===== src/rtl/hpt_pkg.sv =====
package hpt_pkg;
  typedef enum logic [1:0] {
    ST_IDLE,
    ST_ISSUE,
    ST_WAIT,
    ST_DONE
  } walk_st_e;
endpackage


===== src/rtl/hpt_hash.sv =====
module hpt_hash #(
  parameter int VPN_W     = 16,
  parameter int SLOT_BITS = 4
) (
  input  logic [VPN_W-1:0]     vpn,
  output logic [SLOT_BITS-1:0] slot_pri,
  output logic [SLOT_BITS-1:0] slot_alt
);
  localparam int LO_W = VPN_W / 2;
  localparam int HI_W = VPN_W - LO_W;

  logic [HI_W-1:0] folded;

  always_comb begin
    folded   = vpn[VPN_W-1:LO_W] ^ HI_W'(vpn[LO_W-1:0]);
    slot_pri = folded[SLOT_BITS-1:0];
    slot_alt = ~folded[SLOT_BITS-1:0];
  end
endmodule


===== src/rtl/hpt_addr_gen.sv =====
module hpt_addr_gen #(
  parameter int ADDR_W    = 24,
  parameter int SLOT_BITS = 4,
  parameter int WAY_BITS  = 3
) (
  input  logic [ADDR_W-1:0]    base,
  input  logic [SLOT_BITS-1:0] slot,
  input  logic [WAY_BITS-1:0]  way,
  output logic [ADDR_W-1:0]    addr
);
  localparam int OFF_W = SLOT_BITS + WAY_BITS;

  logic [OFF_W-1:0] offset;

  always_comb begin
    offset = {slot, way};
    addr   = base + ADDR_W'(offset);
  end
endmodule


===== src/rtl/hpt_entry_cmp.sv =====
module hpt_entry_cmp #(
  parameter int VPN_W = 16,
  parameter int PPN_W = 12
) (
  input  logic [VPN_W+PPN_W:0] entry,
  input  logic [VPN_W-1:0]     vpn,
  output logic                 match,
  output logic [PPN_W-1:0]     entry_ppn
);
  localparam int VLD_BIT = VPN_W + PPN_W;

  logic             ent_vld;
  logic [VPN_W-1:0] ent_tag;

  always_comb begin
    ent_vld   = entry[VLD_BIT];
    ent_tag   = entry[VLD_BIT-1:PPN_W];
    entry_ppn = entry[PPN_W-1:0];
    match     = ent_vld && (ent_tag == vpn);
  end
endmodule


===== src/rtl/hpt_walk_ctrl.sv =====
module hpt_walk_ctrl
  import hpt_pkg::*;
#(
  parameter int VPN_W    = 16,
  parameter int PPN_W    = 12,
  parameter int WAY_BITS = 3
) (
  input  logic                clk,
  input  logic                rst_n,
  input  logic                req_valid,
  output logic                req_ready,
  input  logic [VPN_W-1:0]    req_vpn,
  output logic [VPN_W-1:0]    vpn_q,
  output logic                use_alt,
  output logic [WAY_BITS-1:0] way_idx,
  output logic                mem_req_valid,
  input  logic                mem_req_ready,
  input  logic                mem_rsp_valid,
  input  logic                entry_match,
  input  logic [PPN_W-1:0]    entry_ppn,
  output logic                done,
  output logic                hit,
  output logic                fault,
  output logic [PPN_W-1:0]    ppn
);
  localparam logic [WAY_BITS-1:0] LAST_WAY = '1;

  walk_st_e            st;
  logic                alt_q;
  logic                hit_q;
  logic [WAY_BITS-1:0] idx_q;
  logic [PPN_W-1:0]    ppn_q;

  always_ff @(posedge clk or negedge rst_n) begin
    if (!rst_n) begin
      st    <= ST_IDLE;
      vpn_q <= '0;
      alt_q <= 1'b0;
      idx_q <= '0;
      hit_q <= 1'b0;
      ppn_q <= '0;
    end else begin
      case (st)
        ST_IDLE: begin
          if (req_valid) begin
            vpn_q <= req_vpn;
            alt_q <= 1'b0;
            idx_q <= '0;
            hit_q <= 1'b0;
            st    <= ST_ISSUE;
          end
        end
        ST_ISSUE: begin
          if (mem_req_ready) st <= ST_WAIT;
        end
        ST_WAIT: begin
          if (mem_rsp_valid) begin
            if (entry_match) begin
              hit_q <= 1'b1;
              ppn_q <= entry_ppn;
              st    <= ST_DONE;
            end else if (idx_q == LAST_WAY) begin
              if (alt_q) begin
                st <= ST_DONE;
              end else begin
                alt_q <= 1'b1;
                idx_q <= '0;
                st    <= ST_ISSUE;
              end
            end else begin
              idx_q <= idx_q + 1'b1;
              st    <= ST_ISSUE;
            end
          end
        end
        default: st <= ST_IDLE;
      endcase
    end
  end

  always_comb begin
    req_ready     = (st == ST_IDLE);
    mem_req_valid = (st == ST_ISSUE);
    done          = (st == ST_DONE);
    hit           = done && hit_q;
    fault         = done && !hit_q;
    ppn           = hit ? ppn_q : '0;
    use_alt       = alt_q;
    way_idx       = idx_q;
  end
endmodule


===== src/rtl/hpt_walker.sv =====
module hpt_walker #(
  parameter int VPN_W     = 16,
  parameter int PPN_W     = 12,
  parameter int ADDR_W    = 24,
  parameter int SLOT_BITS = 4,
  parameter int WAY_BITS  = 3
) (
  input  logic                   clk,
  input  logic                   rst_n,
  input  logic [ADDR_W-1:0]      table_base,
  input  logic                   req_valid,
  output logic                   req_ready,
  input  logic [VPN_W-1:0]       req_vpn,
  output logic                   mem_req_valid,
  input  logic                   mem_req_ready,
  output logic [ADDR_W-1:0]      mem_req_addr,
  input  logic                   mem_rsp_valid,
  input  logic [VPN_W+PPN_W:0]   mem_rsp_data,
  output logic                   done,
  output logic                   hit,
  output logic                   fault,
  output logic [PPN_W-1:0]       ppn
);
  logic [VPN_W-1:0]     vpn_q;
  logic                 use_alt;
  logic [WAY_BITS-1:0]  way_idx;
  logic [SLOT_BITS-1:0] slot_pri;
  logic [SLOT_BITS-1:0] slot_alt;
  logic [SLOT_BITS-1:0] slot_sel;
  logic                 entry_match;
  logic [PPN_W-1:0]     entry_ppn;

  hpt_hash #(.VPN_W(VPN_W), .SLOT_BITS(SLOT_BITS)) u_hash (
    .vpn      (vpn_q),
    .slot_pri (slot_pri),
    .slot_alt (slot_alt)
  );

  assign slot_sel = use_alt ? slot_alt : slot_pri;

  hpt_addr_gen #(.ADDR_W(ADDR_W), .SLOT_BITS(SLOT_BITS), .WAY_BITS(WAY_BITS)) u_addr (
    .base (table_base),
    .slot (slot_sel),
    .way  (way_idx),
    .addr (mem_req_addr)
  );

  hpt_entry_cmp #(.VPN_W(VPN_W), .PPN_W(PPN_W)) u_cmp (
    .entry     (mem_rsp_data),
    .vpn       (vpn_q),
    .match     (entry_match),
    .entry_ppn (entry_ppn)
  );

  hpt_walk_ctrl #(.VPN_W(VPN_W), .PPN_W(PPN_W), .WAY_BITS(WAY_BITS)) u_ctrl (
    .clk           (clk),
    .rst_n         (rst_n),
    .req_valid     (req_valid),
    .req_ready     (req_ready),
    .req_vpn       (req_vpn),
    .vpn_q         (vpn_q),
    .use_alt       (use_alt),
    .way_idx       (way_idx),
    .mem_req_valid (mem_req_valid),
    .mem_req_ready (mem_req_ready),
    .mem_rsp_valid (mem_rsp_valid),
    .entry_match   (entry_match),
    .entry_ppn     (entry_ppn),
    .done          (done),
    .hit           (hit),
    .fault         (fault),
    .ppn           (ppn)
  );
endmodule


===== config.mk =====
export PLATFORM = sky130hd
export DESIGN_NAME = hpt_walker
export DESIGN_NICKNAME = d
export VERILOG_FILES = /design/src/rtl/hpt_pkg.sv /design/src/rtl/hpt_hash.sv /design/src/rtl/hpt_addr_gen.sv /design/src/rtl/hpt_entry_cmp.sv /design/src/rtl/hpt_walk_ctrl.sv /design/src/rtl/hpt_walker.sv
export SDC_FILE = /design/constraint.sdc
export NUM_CORES = 1
export LEC_CHECK = 0
export ABC_AREA = 1
export BUFFER_PORTS_ARGS = -buffer_cell sky130_fd_sc_hd__buf_2
export CAP_MARGIN = 20
export CORE_MARGIN = 5
export CORE_UTILIZATION = 43
export CTS_CLUSTER_DIAMETER = 40
export CTS_CLUSTER_SIZE = 24
export DETAILED_ROUTE_END_ITERATION = 8
export PLACE_DENSITY_LB_ADDON = 0.1
export SLEW_MARGIN = 40
export SYNTH_ARGS = -nofsm -noshare
export SYNTH_HDL_FRONTEND = slang
export SYNTH_SLANG_ARGS = --single-unit

===== constraint.sdc =====
create_clock -name clk -period 4.5 [get_ports clk]
set_input_delay 0.45 -clock clk [delete_from_list [all_inputs] [get_ports clk]]
set_output_delay 0.45 -clock clk [all_outputs]
set_load 0.01 [all_outputs]

=== Word-level counts from Yosys, hierarchy flattened ===
Cells that the tools add are included.

* Register bits after elaboration: 35
* Input port bits: 74
* Word-level logic and storage cells: 57

* $add $sub $neg: 2
* Equal/unequal tests: 12
* Mux-type cells: 23
* Bitwise operators: 2
* Reductions and logical operators: 12

{| class="wikitable"
|+ Operators with widths
! kind !! number
|-
| 24-bit by 7-bit adder with 24-bit output || 1
|-
| 16-bit == test || 1
|-
| 3-bit two-way mux || 5
|-
| 12-bit two-way mux || 1
|-
| 2-bit two-way mux || 6
|-
| 5-bit AND reduction || 2
|-
| 2-bit != test, second input constant || 4
|-
| 1-bit two-way mux || 6
|-
| 2-bit one-hot mux with 3 select lines || 1
|-
| 3-bit one-hot mux with 2 select lines || 1
|-
| 3-bit AND reduction || 2
|-
| 2-bit == test, second input constant || 2
|-
| 4-bit two-way mux || 1
|-
| 2-bit by 1-bit != test with 1-bit output, second input constant || 2
|-
| 4-bit inverter || 1
|-
| 1-bit one-hot mux with 2 select lines || 2
|-
| 4-bit AND reduction || 1
|-
| 4-bit bitwise XOR || 1
|-
| 3-bit by 1-bit adder with 3-bit output, second input constant || 1
|-
| 3-bit == test, second input constant || 1
|-
| 1-bit logical AND || 3
|-
| 3-bit != test, second input constant || 1
|-
| 2-bit by 1-bit == test with 1-bit output, second input constant || 1
|-
| 2-bit zero test || 1
|-
| 3 further kinds || 3
|}

=== Logic depth before layout (Yosys ltp) ===
Gate-level depths: netlist of the first run.

* Depth in word-level cells: 5
* Mapped depth: 14
* Mapped depth without buffers: 13

=== By module ===
A second synthesis of the first run with hierarchy kept.

* Cells, all modules: 523
* Area, all modules: 3173.0 µm²

{| class="wikitable"
|+ Modules (own cells, without submodules)
! module !! times used !! cells an instance !! area each (µm²) !! sequential area each (µm²)
|-
| hpt_walk_ctrl || 1 || 194 || 1585.3 || 875.8
|-
| hpt_addr_gen || 1 || 209 || 1053.5 || 0.0
|-
| hpt_entry_cmp || 1 || 75 || 365.4 || 0.0
|-
| hpt_hash || 1 || 32 || 120.1 || 0.0
|-
| hpt_walker || 1 || 13 || 48.8 || 0.0
|}

=== Least setup slack after synthesis of the first run ===
Ideal clock, no wire load.

* Path kind: reg-to-output
* Start: reg u_ctrl.alt_q, in the netlist u_ctrl.use_alt
* End: out mem_req_addr[13]
* Data arrival time: 2.143 ns
* Data required time: 4.050 ns
* Path slack: 1.907 ns
* Cell stages (with the launch flop): 12
* Path buffers: 1
* Cell sequence: dfrtp_1 -> clkbuf_1 -> xnor2_1 -> xor2_1 -> inv_1 -> ha_1 -> nand2_1 -> o21a_1 -> nand2_1 -> nand2_1 -> nor2_1 -> xor2_1

* Cells in the longest elaborated chain, start to end: 2

{| class="wikitable"
|+ Ends and longest elaborated chain
! item !! line !! RTL
|-
| from (decl) || hpt_walk_ctrl.sv:29 || <nowiki>logic alt_q;</nowiki>
|-
| from (signal assigned) || hpt_walk_ctrl.sv:38 || <nowiki>alt_q <= 1'b0;</nowiki>
|-
| from (signal assigned) || hpt_walk_ctrl.sv:47 || <nowiki>alt_q <= 1'b0;</nowiki>
|-
| from (signal assigned) || hpt_walk_ctrl.sv:66 || <nowiki>alt_q <= 1'b1;</nowiki>
|-
| 4-bit two-way mux || hpt_walker.sv:39 || <nowiki>assign slot_sel = use_alt ? slot_alt : slot_pri;</nowiki>
|-
| 24-bit by 7-bit adder with 24-bit output || hpt_addr_gen.sv:17 || <nowiki>addr = base + ADDR_W'(offset);</nowiki>
|-
| to (decl) || hpt_walker.sv:16 || <nowiki>output logic [ADDR_W-1:0] mem_req_addr,</nowiki>
|}

No other way between the ends.

=== Final worst setup path of the first run ===
* Start: reg u_ctrl.alt_q, in the netlist u_ctrl.use_alt
* End: out mem_req_addr[21]

The elaborated chain is that of the path after synthesis.

==> results of run 1 <==
## worst min path at each step
| stage | end | from | cells past startpoint | slack, ns |
|---|---|---|---|---|
| final | u_ctrl.vpn_q[1] | rst_n | 1 | 0.12 |
| after detailed placement | u_ctrl.ppn_q[11] | u_ctrl.ppn_q[11] | 2 | 0.47 |
| after global routing | u_ctrl.st[1] | rst_n | 1 | 0.15 |
| after floorplan | u_ctrl.hit_q | rst_n | 0 | 0.15 |
| after global placement | u_ctrl.ppn_q[8] | u_ctrl.ppn_q[8] | 2 | 0.47 |
| after CTS | u_ctrl.vpn_q[1] | rst_n | 1 | 0.28 |
## power by group
group | internal [mW] | switching [mW] | total, mW
Clock | 0.140 | 0.110 | 0.249
Combinational | 0.448 | 0.648 | 1.10
Sequential | 0.405 | 0.0877 | 0.493
Total | 0.993 | 0.846 | 1.84
## through the flow
| stage | instances | cell area [µm²] | power (mW) | hold slack, ns |
|---|---|---|---|---|
| after floorplan | 424 | 2841 | 1.279 | 0.1544 |
| after global placement | 608 | 3465 | 1.578 | 0.4665 |
| after detailed placement | 608 | 3467 | 1.609 | 0.4726 |
| after CTS | 616 | 3567 | 1.865 | 0.2811 |
| after global routing | 616 | 3570 | 2.038 | 0.1545 |
| final | 616 | 3570 | 1.839 | 0.1160 |
## sequential cells by signal, indices dropped and copies added (netlist names)
register        cells
u_ctrl.vpn_q       16
u_ctrl.ppn_q       12
u_ctrl.way_idx      3
u_ctrl.st           2
u_ctrl.hit_q        1
u_ctrl.use_alt      1
## per-layer routing
layer	GRT usage	vias up	share of wire
li1	-	1523	-
met1	0.2024	1216	0.42
met2	0.2957	91	0.48
met3	0.05124	5	0.095
met4	0.03423	0	0.0071
met5	0	-	0
## worst max-delay path: cells and delay by family (launching register included)
| family | cells | cell delay, ns |
|---|---|---|
| DFF | 1 | 0.48 |
| buffers and inverters | 2 | 0.19 |
| adders and majority gates | 1 | 0.34 |
| AOI/OAI and AO/OA | 1 | 0.22 |
| xor gates and xnor gates | 2 | 0.37 |
| and+or+nand+nor | 7 | 0.75 |
## logic make-up after synthesis
group                    Yosys count  synth area share
multiplexers                       2          0.007925
buffers and inverters             90            0.1255
adder cells (fa/ha/maj)           10           0.04668
AO/OA/AOI/OAI                     40           0.08851
flip-flops                        35            0.3082
XOR/XNOR                          30           0.09247
AND/OR/NAND/NOR                  217            0.3307
## area by class of cell
type / instances / share of cell area
clock buffers: 8 / 0.02804
inverters: 83 / 0.08763
multi-input cells: 299 / 0.4515
flip-flops and latches: 35 / 0.2454
well taps: 77 / 0.02699
repair buffers: 114 / 0.1605
## cells in the mapped netlist (3+ instances only)
| cell | n | share of area |
|---|---|---|
| nand2_1 | 109 | 0.14 |
| inv_1 | 77 | 0.10 |
| nor2_1 | 58 | 0.077 |
| dfrtp_1 | 35 | 0.31 |
| a21oi_1 | 21 | 0.037 |
| xor2_1 | 17 | 0.052 |
| nand3_1 | 13 | 0.023 |
| xnor2_1 | 13 | 0.040 |
| nand2_2 | 12 | 0.026 |
| o21ai_2 | 12 | 0.037 |
| ha_1 | 9 | 0.040 |
| nand4_1 | 8 | 0.018 |
| nor3_1 | 7 | 0.012 |
| inv_2 | 5 | 0.0066 |
| clkbuf_1 | 3 | 0.0040 |
==> summary.txt, run 1 <==
Outcome
  • Status: finished clean

Drt
  • Total wire length: between 6 and 7 mm
  • Vias: 2,835
  • Post-route DRC: 0
  • ANT nets after route: 0
  • WL/cell: approximately 11 µm
  • DR pass1 iterations: 6
  • Routed vias/inst: ~4.6
  • DR iter-0 viols: roughly 110

Clocking
  • Clk slew on worst S/H paths: ~0.070 ns
  • CTS Buf Count: 5
  • Hold Buf Count CTS: 0
  • Max Root-Sink Buffers: 2
  • CTS H-tree lvls: 2
  • Post-CTS Resized: 0
  • CTS tree: built
  • Clk sink count: 35
  • Clk Latency, worst-skew pair: about 0.28 ns
  • Post CTS Setup Buffer Count: 0
  • Root buffer cell: clkbuf_8

Final layout
  • Most frequent cells in the layout: 113 x buf_2, 108 x nand2_1, 77 x inv_1, 58 x nor2_1, 35 x dfrtp_1
  • # diodes: 0
  • Multi-input logic area: 1612 µm²
  • Fillers: 668
  • Reg area: between 800 and 900 µm²
  • Final #Nets: just over 600
  • Synth-to-Final Area Change: 25.63%
  • Share of cells above drive strength 1: 0.2987
  • Most common library cell in the layout ignoring fill and taps: buf_2
  • Final Core Density: 0.5590

STA
  • Worst Clk Skew: 0.004504 ns
  • RSZ-0062 raised after global routing: false
  • Period utilization: 0.6848
  • # setup viols final: 0
  • Fin. Hold Viols: 0
  • Minimum clock period: 3.081 ns
  • Max-Slew Margin vs Limit: 0.6265
  • Fmax: approximately 320 MHz
  • Final setup TNS: 0 ns
  • Fin worst setup slack: between 1 and 1.5 ns
  • Worst-Margin Slew: around 0.56 ns
  • Final count of pins violating max slew: 0

Synthesis
  • Yosys cell types: 32
  • Syn. warnings: 0
  • Top_reg_cell synth: dfrtp_1
  • Ys async rst share: 1.000
  • Mapped Area: between 2000 and 3000 µm²
  • Cells after synthesis: roughly 420
  • Post-synth EDFFs: 0
  • Synth Area per Inst: 6.702 µm²
  • Syn Nets: slightly above 500
  • Sequential element share of the synthesized area: 0.3082
  • Flops & latches, synth: 35

Worst hold path
  • HP Class: in2async

Setup path
  • Worst reg2reg startpoint: u_ctrl.st[0]
  • Reg-to-reg slack, setup: around 2.7 ns
  • CP most frequent cell: nand2_1
  • WP data required: between 4 and 5 ns
  • Critical Path Sink: mem_req_addr[21]
  • Worst-path cell chain: xnor2_1 -> xor2_1 -> inv_1 -> ha_1 -> nand2_1 -> o21a_1 -> nand2_1 -> nand2_1 -> nor2_1 -> nand2_1 -> nand2_1 -> nand2_1 -> buf_2
  • Arr. time, crit path: 2.63 ns
  • Worst stage delay on the critical path: ~0.48 ns
  • Critical path launch point: u_ctrl.use_alt
  • Crit-path max FO: 6
  • Reg-to-reg endpoint: u_ctrl.ppn_q[7]
  • Worst Setup Path Type: reg2out
  • FF-to-FF path depth: 10
  • CP Launch Type: flop
  • CP max stage cell: dfrtp_1
  • Crit end category: output port

Placement
  • GP Congestion: about 0.9
  • Pre-CTS WS: around 1.7 ns
  • Port buffer count: about 110
  • Post-DP HPWL: approximately 5.6 mm

Die
  • Chip height: 91.29 µm
  • I/O pin cnt: 115
  • Std cell rows: 29
  • Die ar.: 8334 µm²
  • Core area: 6386 µm²
  • Starting Density: 0.4449
  • Die width: ~90 µm

Power and ir drop
  • Max VDD drop: around 0.00053 V
  • Lkg Pwr: ~2.1 nW
  • Pwr/cell area: 515.3 nW/µm²

Global routing
  • Initial antenna violation count: 0
  • Total Routing Usage GR: 0.1681
  • Vias in the first global route: about 2,800
  • Pin count of the biggest net entering global routing: 36
  • First-pass GRT wire length: about 12 mm
  • Grt ovf: 0

Job
  • Total of max-cap violations: 0
Note: power is estimated with default switching activity, not from simulation.
==> run 2: changes to the inputs <==
ABC_AREA = 0   (was 1)
clock period = 2.9 ns   (was 4.5 ns; I/O delays follow)
==> summary.txt, run 2 <==
Global routing
  • Grt ovf: 0 (unchanged)
  • Initial antenna violation count: 0 (unchanged)
  • Pin count of the biggest net entering global routing: 36 (unchanged)
  • Total Routing Usage GR: 0.1602 (was 0.1681)
  • First-pass GRT wire length: 9.549 mm (was 11.97 mm)
  • Vias in the first global route: 2,096 (was 2,809)

Clocking
  • CTS H-tree lvls: 2 (unchanged)
  • Clk Latency, worst-skew pair: 0.28 ns (about the same)
  • CTS tree: built (unchanged)
  • Max Root-Sink Buffers: 2 (unchanged)
  • CTS Buf Count: 5 (unchanged)
  • Clk sink count: 35 (unchanged)
  • Clk slew on worst S/H paths: 0.07 ns (about the same)
  • Root buffer cell: clkbuf_8 (unchanged)

Die
  • Starting Density: 0.4438 (was 0.4449)
  • I/O pin cnt: 115 (unchanged)
  • Chip height: 85.62 µm (was 91.29 µm)
  • Core area: 5540 µm² (was 6386 µm²)
  • Die ar.: 7330 µm² (was 8334 µm²)
  • Die width: 85.62 µm (was 91.29 µm)
  • Std cell rows: 27 (was 29)

Drt
  • DR pass1 iterations: 4 (was 6)
  • ANT nets after route: 0 (unchanged)
  • Met3 wire len: 503 µm (was 646 µm)
  • Post-route DRC: 0 (unchanged)
  • Vias: 2,121 (was 2,835)
  • Routed vias/inst: 4.956 (was 4.602)
  • Max Used Layer: met4 (unchanged)
  • DRT met1 WL: 2.528 mm (was 2.839 mm)
  • Met2 WL: 2.803 mm (was 3.244 mm)
  • WL/cell: 13.71 µm (was 11.00 µm)
  • DR iter-0 viols: 64 (was 112)
  • Total wire length: 5.870 mm (was 6.779 mm)

STA
  • Fin. Hold Viols: 0 (unchanged)
  • Minimum clock period: around 2.8 ns
  • Period utilization: 0.9671
  • Final count of pins violating max slew: 0 (unchanged)
  • Worst Clk Skew: 0.005925 ns (was 0.004504 ns)
  • RSZ-0062 raised after global routing: true (was false)
  • # setup viols final: 0 (unchanged)
  • Final setup TNS: 0 ns (unchanged)
  • Worst-Margin Slew: 0.4470 ns (was 0.5583 ns)
  • Fmax: around 360 MHz
  • Max-Slew Margin vs Limit: 0.7020 (was 0.6265)

Setup path
  • WP data required: 2.61 ns (was 4.05 ns)
  • Crit-path max FO: 7 (was 6)
  • Crit end category: output port (unchanged)
  • Worst Setup Path Type: reg2out (unchanged)
  • Worst stage delay on the critical path: 0.41 ns (was 0.48 ns)
  • CP Launch Type: flop (unchanged)
  • Arr. time, crit path: 2.51 ns (was 2.63 ns)
  • CP max stage cell: dfrtp_1 (unchanged)
  • Worst-path cell chain: xnor2_1 -> xnor2_1 -> ha_1 -> o211ai_1 -> o211ai_1 -> nand3_2 -> nor3_2 -> xor2_1 -> buf_2 (was xnor2_1 -> xor2_1 -> inv_1 -> ha_1 -> nand2_1 -> o21a_1 -> nand2_1 -> nand2_1 -> nor2_1 -> nand2_1 -> nand2_1 -> nand2_1 -> buf_2)

Synthesis
  • Ys async rst share: 1.000 (unchanged)
  • Cells after synthesis: 234 (was 424)
  • Post-synth top area share: 0.3562 (was 0.3082)
  • Yosys top cell by area: dfrtp_1 (unchanged)
  • Syn. warnings: 0 (unchanged)
  • Syn Nets: 318 (was 508)
  • Sequential element share of the synthesized area: 0.3562 (was 0.3082)
  • Ranking of synthesized cells by area: dfrtp_1 36%, mux2_2 8.2%, xor2_1 8.2% (was dfrtp_1 31%, nand2_1 14%, inv_1 10%)
  • Post-synth top cells: 35 x dfrtp_1, 23 x xor2_1, 22 x xnor2_1 (was 109 x nand2_1, 77 x inv_1, 58 x nor2_1)
  • Most common cell in the netlist: dfrtp_1 (was nand2_1)
  • Synth Area per Inst: 10.51 µm² (was 6.702 µm²)
  • Flops & latches, synth: 35 (unchanged)
  • Mapped Area: 2459 µm² (was 2841 µm²)
  • Top_reg_cell synth: dfrtp_1 (unchanged)
  • Yosys cell types: 42 (was 32)
  • Post-synth EDFFs: 0 (unchanged)

Final layout
  • Most frequent cells in the layout: 113 x buf_2, 35 x dfrtp_1, 23 x xor2_1, 21 x xnor2_1, 18 x mux2_2 (was 113 x buf_2, 108 x nand2_1, 77 x inv_1, 58 x nor2_1, 35 x dfrtp_1)
  • # diodes: 0 (unchanged)
  • Max reg flops: 16 (unchanged)
  • Largest Register: u_ctrl.vpn_q (unchanged)
  • Finished Cell Area: 3293 µm² (was 3570 µm²)
  • Fin cells: 428 (was 616)
  • Share of cells above drive strength 1: 0.4775 (was 0.2987)
  • Most common library cell in the layout ignoring fill and taps: buf_2 (unchanged)
  • Final #Nets: 439 (was 622)
  • Synth-to-Final Area Change: 33.94% (was 25.63%)

Power and ir drop
  • Pwr/cell area: 805.4 nW/µm² (was 515.3 nW/µm²)
  • Max VDD drop: 0.0005662 V (was 0.0005345 V)
  • Final Power: 2.652 mW (was 1.839 mW)
  • Lkg Pwr: 1.667 nW (was 2.094 nW)

Placement
  • GP Congestion: 0.8057 (was 0.8967)
  • Placed cell count: 414 (was 608)
  • Placed cell area: 3094 µm² (was 3467 µm²)
  • Port buffer count: 114 (unchanged)
  • Post-DP HPWL: 4.700 mm (was 5.589 mm)

Job
  • Total of max-cap violations: 0 (unchanged)

Worst hold path
  • HP Class: in2reg (was in2async)

Outcome
  • Status: finished clean (unchanged)
==> run 2: changes by cell type in the layout (fill, tap and decap cells not counted), moves of 15 or more <==
cell | before | now
mux2_2 | 2 | 18
and2_1 | 0 | 15
a21oi_1 | 21 | 2
nor2_1 | 58 | 12
nand2_1 | 108 | 9
inv_1 | 77 | 7
==> run 2: worst paths after layout <==
path / startpoint / to / slack, ns / depth (start not counted)
worst max-delay path: u_ctrl.vpn_q[9] / mem_req_addr[21] / 0.1 / 9
worst min-delay path: mem_req_ready / u_ctrl.st[0] / 0.21 / 2
worst max register to register: u_ctrl.vpn_q[11] / u_ctrl.ppn_q[3] / 0.74 / 5
worst min register to register: u_ctrl.ppn_q[6] / u_ctrl.ppn_q[6] / 0.50 / 1
max in group asynchronous: rst_n / u_ctrl.vpn_q[1] / 2.08 / 2
min in group asynchronous: rst_n / u_ctrl.ppn_q[11] / 0.50 / 2
==> run 2: power by group <==
part	switching, mW	internal (mW)	leakage [nW]
Combinational	0.752	0.753	1.17
Clock	0.169	0.217	0.0515
Sequential	0.137	0.624	0.450
Total	1.06	1.59	1.67
==> run 2: cell families after synthesis <==
family | after synthesis | synth area share
DFF | 35 | 0.3562
AOI/OAI and AO/OA | 33 | 0.09568
muxes | 29 | 0.1476
xor gates and xnor gates | 45 | 0.1603
adders and majority gates | 10 | 0.05395
buffers and inverters | 15 | 0.02697
and+or+nand+nor | 67 | 0.1593
==> run 2: layout make-up <==
class | count | area, µm²
inverters | 7 | 26.28
fillers | 524 | 2247
well taps | 72 | 90.09
flip-flops and latches | 35 | 875.8
repair buffers | 122 | 639.4
clock buffers | 8 | 100.1
multi-input cells | 184 | 1562
==> run 2: stage by stage <==
step / worst slack [ns] / hold WS (ns) / utilization
finish: 0.09545 / 0.2078 / 0.5944
global placement: 0.3320 / 0.4198 / 0.5585
floorplan: 0.4845 / -0.005591 / -
CTS: 0.01333 / 0.1126 / 0.5775
global route: -0.03919 / 0.2063 / 0.5944
detailed placement: 0.2743 / 0.4230 / 0.5585
==> run 2: metal layers <==
| metal | vias to the layer above | track usage |
|---|---|---|
| met5 | - | 0 |
| met4 | 0 | 0.03453 |
| met3 | 5 | 0.05476 |
| met2 | 66 | 0.2684 |
| met1 | 982 | 0.2002 |
| li1 | 1068 | - |
==> run 2: critical path, delay by kind of cell, from the launching register on <==
kind,cells,cell delay (ns)
AO/OA/AOI/OAI,2,0.45
AND/OR/NAND/NOR,2,0.39
adder cells (fa/ha/maj),1,0.38
XOR/XNOR,3,0.46
buffers and inverters,1,0.16
flip-flops,1,0.41
==> run 2: repair_timing <==
item                                    CTS  global route
resized for setup                         1            10
pin swaps                                 0             5
hold buffers                              0             1
setup buffers                             0             4
endpoints found under the setup margin    2            15
endpoints found under the hold margin     0            35
==> run 3: changes to the inputs <==
PLACE_DENSITY = 0.74   (was unset)
PLACE_DENSITY_LB_ADDON = unset   (was 0.1)
==> summary.txt, run 3 (synthesized netlist as in run 2, its figures left out) <==
Final layout
  • Synth-to-Final Area Change: 36.08% (was 33.94%)
  • Share of cells above drive strength 1: 0.4875 (was 0.4775)
  • Most common library cell in the layout ignoring fill and taps: buf_2 (unchanged)
  • Max reg flops: 16 (unchanged)
  • # diodes: 0 (unchanged)
  • Most frequent cells in the layout: 113 x buf_2, 35 x dfrtp_1, 23 x xor2_1, 22 x xnor2_1, 18 x mux2_2 (was 113 x buf_2, 35 x dfrtp_1, 23 x xor2_1, 21 x xnor2_1, 18 x mux2_2)
  • Largest Register: u_ctrl.vpn_q (unchanged)
  • Final #Nets: 444 (was 439)
  • Final Core Density: 0.6039 (was 0.5944)
  • Fillers: 493 (was 524)

Power and ir drop
  • Net switching power: 1.125 mW (was 1.058 mW)
  • Switching fraction of total power: 0.4018 (was 0.3989)
  • Max VDD drop: 0.0004961 V (was 0.0005662 V)
  • Total internal power: 1.675 mW (was 1.594 mW)
  • Lkg Pwr: 1.710 nW (was 1.667 nW)
  • Gate power share: 0.590 (was 0.567)
  • Clock share of power: 0.140 (was 0.146)
  • Sequential share of power: 0.271 (was 0.287)
  • Pwr/cell area: 837.0 nW/µm² (was 805.4 nW/µm²)

STA
  • Max-Slew Margin vs Limit: 0.4637 (was 0.7020)
  • WHS: 0.2051 ns (was 0.2078 ns)
  • Worst Clk Skew: 0.007105 ns (was 0.005925 ns)
  • # setup viols final: 0 (unchanged)
  • Fmax: 345.6 MHz (was 356.6 MHz)
  • RSZ-0062 raised after global routing: true (unchanged)
  • Worst-Margin Slew: 0.8044 ns (was 0.4470 ns)
  • Minimum clock period: 2.893 ns (was 2.805 ns)
  • Period utilization: 0.9977 (was 0.9671)
  • Fin. Hold Viols: 0 (unchanged)
  • Final count of pins violating max slew: 0 (unchanged)
  • Fin worst setup slack: 0.006551 ns (was 0.09545 ns)
  • Final setup TNS: 0 ns (unchanged)

Clocking
  • CTS H-tree lvls: 2 (unchanged)
  • Clk Latency, worst-skew pair: 0.29 ns (was 0.28 ns)
  • Clk sink count: 35 (unchanged)
  • Max Root-Sink Buffers: 2 (unchanged)
  • CTS Buf Count: 5 (unchanged)
  • Clk slew on worst S/H paths: 0.07 ns (about the same)
  • CTS tree: built (unchanged)
  • Root buffer cell: clkbuf_8 (unchanged)

Placement
  • GP Congestion: 0.8055 (was 0.8057)
  • Port buffer count: 114 (unchanged)
  • Pre-CTS WS: 0.2717 ns (was 0.2743 ns)
  • Post-DP HPWL: 4.784 mm (was 4.700 mm)

Die
  • Die width: 85.62 µm (unchanged)
  • Chip height: 85.62 µm (unchanged)
  • Die ar.: 7330 µm² (unchanged)
  • Std cell rows: 27 (unchanged)
  • I/O pin cnt: 115 (unchanged)
  • Core area: 5540 µm² (unchanged)
  • Starting Density: 0.4438 (unchanged)

Drt
  • WL/cell: 14.29 µm (was 13.71 µm)
  • Total wire length: 6.187 mm (was 5.870 mm)
  • Routed vias/inst: 5.009 (was 4.956)
  • Vias: 2,169 (was 2,121)
  • DR iter-0 viols: 142 (was 64)
  • DR pass1 iterations: 4 (unchanged)
  • ANT nets after route: 0 (unchanged)
  • Post-route DRC: 0 (unchanged)

Global routing
  • Grt ovf: 0 (unchanged)
  • First-pass GRT wire length: 9.770 mm (was 9.549 mm)
  • Initial antenna violation count: 0 (unchanged)
  • Total Routing Usage GR: 0.1656 (was 0.1602)
  • Vias in the first global route: 2,220 (was 2,096)
  • Pin count of the biggest net entering global routing: 36 (unchanged)

Setup path
  • Crit end category: output port (unchanged)
  • Crit-path max FO: 5 (was 7)
  • CP Launch Type: flop (unchanged)
  • WP data required: 2.61 ns (about the same)
  • Arr. time, crit path: 2.60 ns (was 2.51 ns)
  • Worst Setup Path Type: reg2out (unchanged)

Worst hold path
  • HP Class: in2reg (unchanged)

Outcome
  • Status: finished clean (unchanged)

Job
  • Total of max-cap violations: 0 (unchanged)
==> run 3: path summary, 6_finish.rpt <==
check | cells past startpoint | startpoint | to | slack [ns]
worst max register to register | 5 | u_ctrl.vpn_q[11] | u_ctrl.ppn_q[2] | 0.80
min in group asynchronous | 2 | rst_n | u_ctrl.ppn_q[10] | 0.50
max in group asynchronous | 2 | rst_n | u_ctrl.way_idx[2] | 2.09
worst min register to register | 1 | u_ctrl.ppn_q[7] | u_ctrl.ppn_q[7] | 0.50
worst min-delay path | 2 | mem_req_ready | u_ctrl.st[0] | 0.21
worst max-delay path | 10 | u_ctrl.vpn_q[0] | mem_req_addr[21] | 0.007
==> run 3: layout make-up <==
type                    count  area, µm²  area share
multi-input cells         184       1577      0.4712
flip-flops and latches     35      875.8      0.2618
repair buffers            127      676.9      0.2023
clock buffers               8      100.1     0.02992
well taps                  72      90.09     0.02693
inverters                   7      26.28    0.007853
==> run 3: power groups by stage <==
stage / clock, mW / sequential (mW) / combinational, mW
final: 0.391 / 0.758 / 1.65
after global routing: 0.433 / 0.787 / 1.82
after CTS: 0.408 / 0.762 / 1.43
after detailed placement: 0 / 0.773 / 1.41
after global placement: 0 / 0.760 / 1.38
after floorplan: 0 / 0.730 / 1.01
==> run 3: worst max-delay path, cell delays in order (launching register included) <==
cell and delay [ns]:
dfrtp_1 0.41, xnor2_1 0.22, xnor2_1 0.10, ha_1 0.37
o211ai_1 0.13, o211ai_1 0.32, nand3_2 0.18, buf_4 0.19
nor3_4 0.11, xor2_1 0.15, buf_2 0.15
==> run 3: through the flow <==
step	power (mW)	std cells	instance area, µm²
6_report	2.800	433	3346
5_1_grt	3.042	433	3346
4_1_cts	2.597	421	3192
3_5_place_dp	2.186	413	3087
3_3_place_gp	2.142	413	3087
2_1_floorplan	1.740	234	2459
==> run 3: layer usage <==
metal  wire [µm]  global-route usage
met5           0                   0
met4          86             0.06475
met3         575             0.06628
met2        3195              0.2874
met1        2330              0.1802
==> run 3: repair_timing <==
| item | CTS | global route |
|---|---|---|
| hold endpoints to repair | 0 | 35 |
| setup buffers | 0 | 10 |
| hold buffers | 0 | 1 |
| endpoints found under the setup margin | 2 | 15 |
| gates cloned | 0 | 1 |
| gates resized for setup | 1 | 13 |
| pin swaps | 0 | 13 |
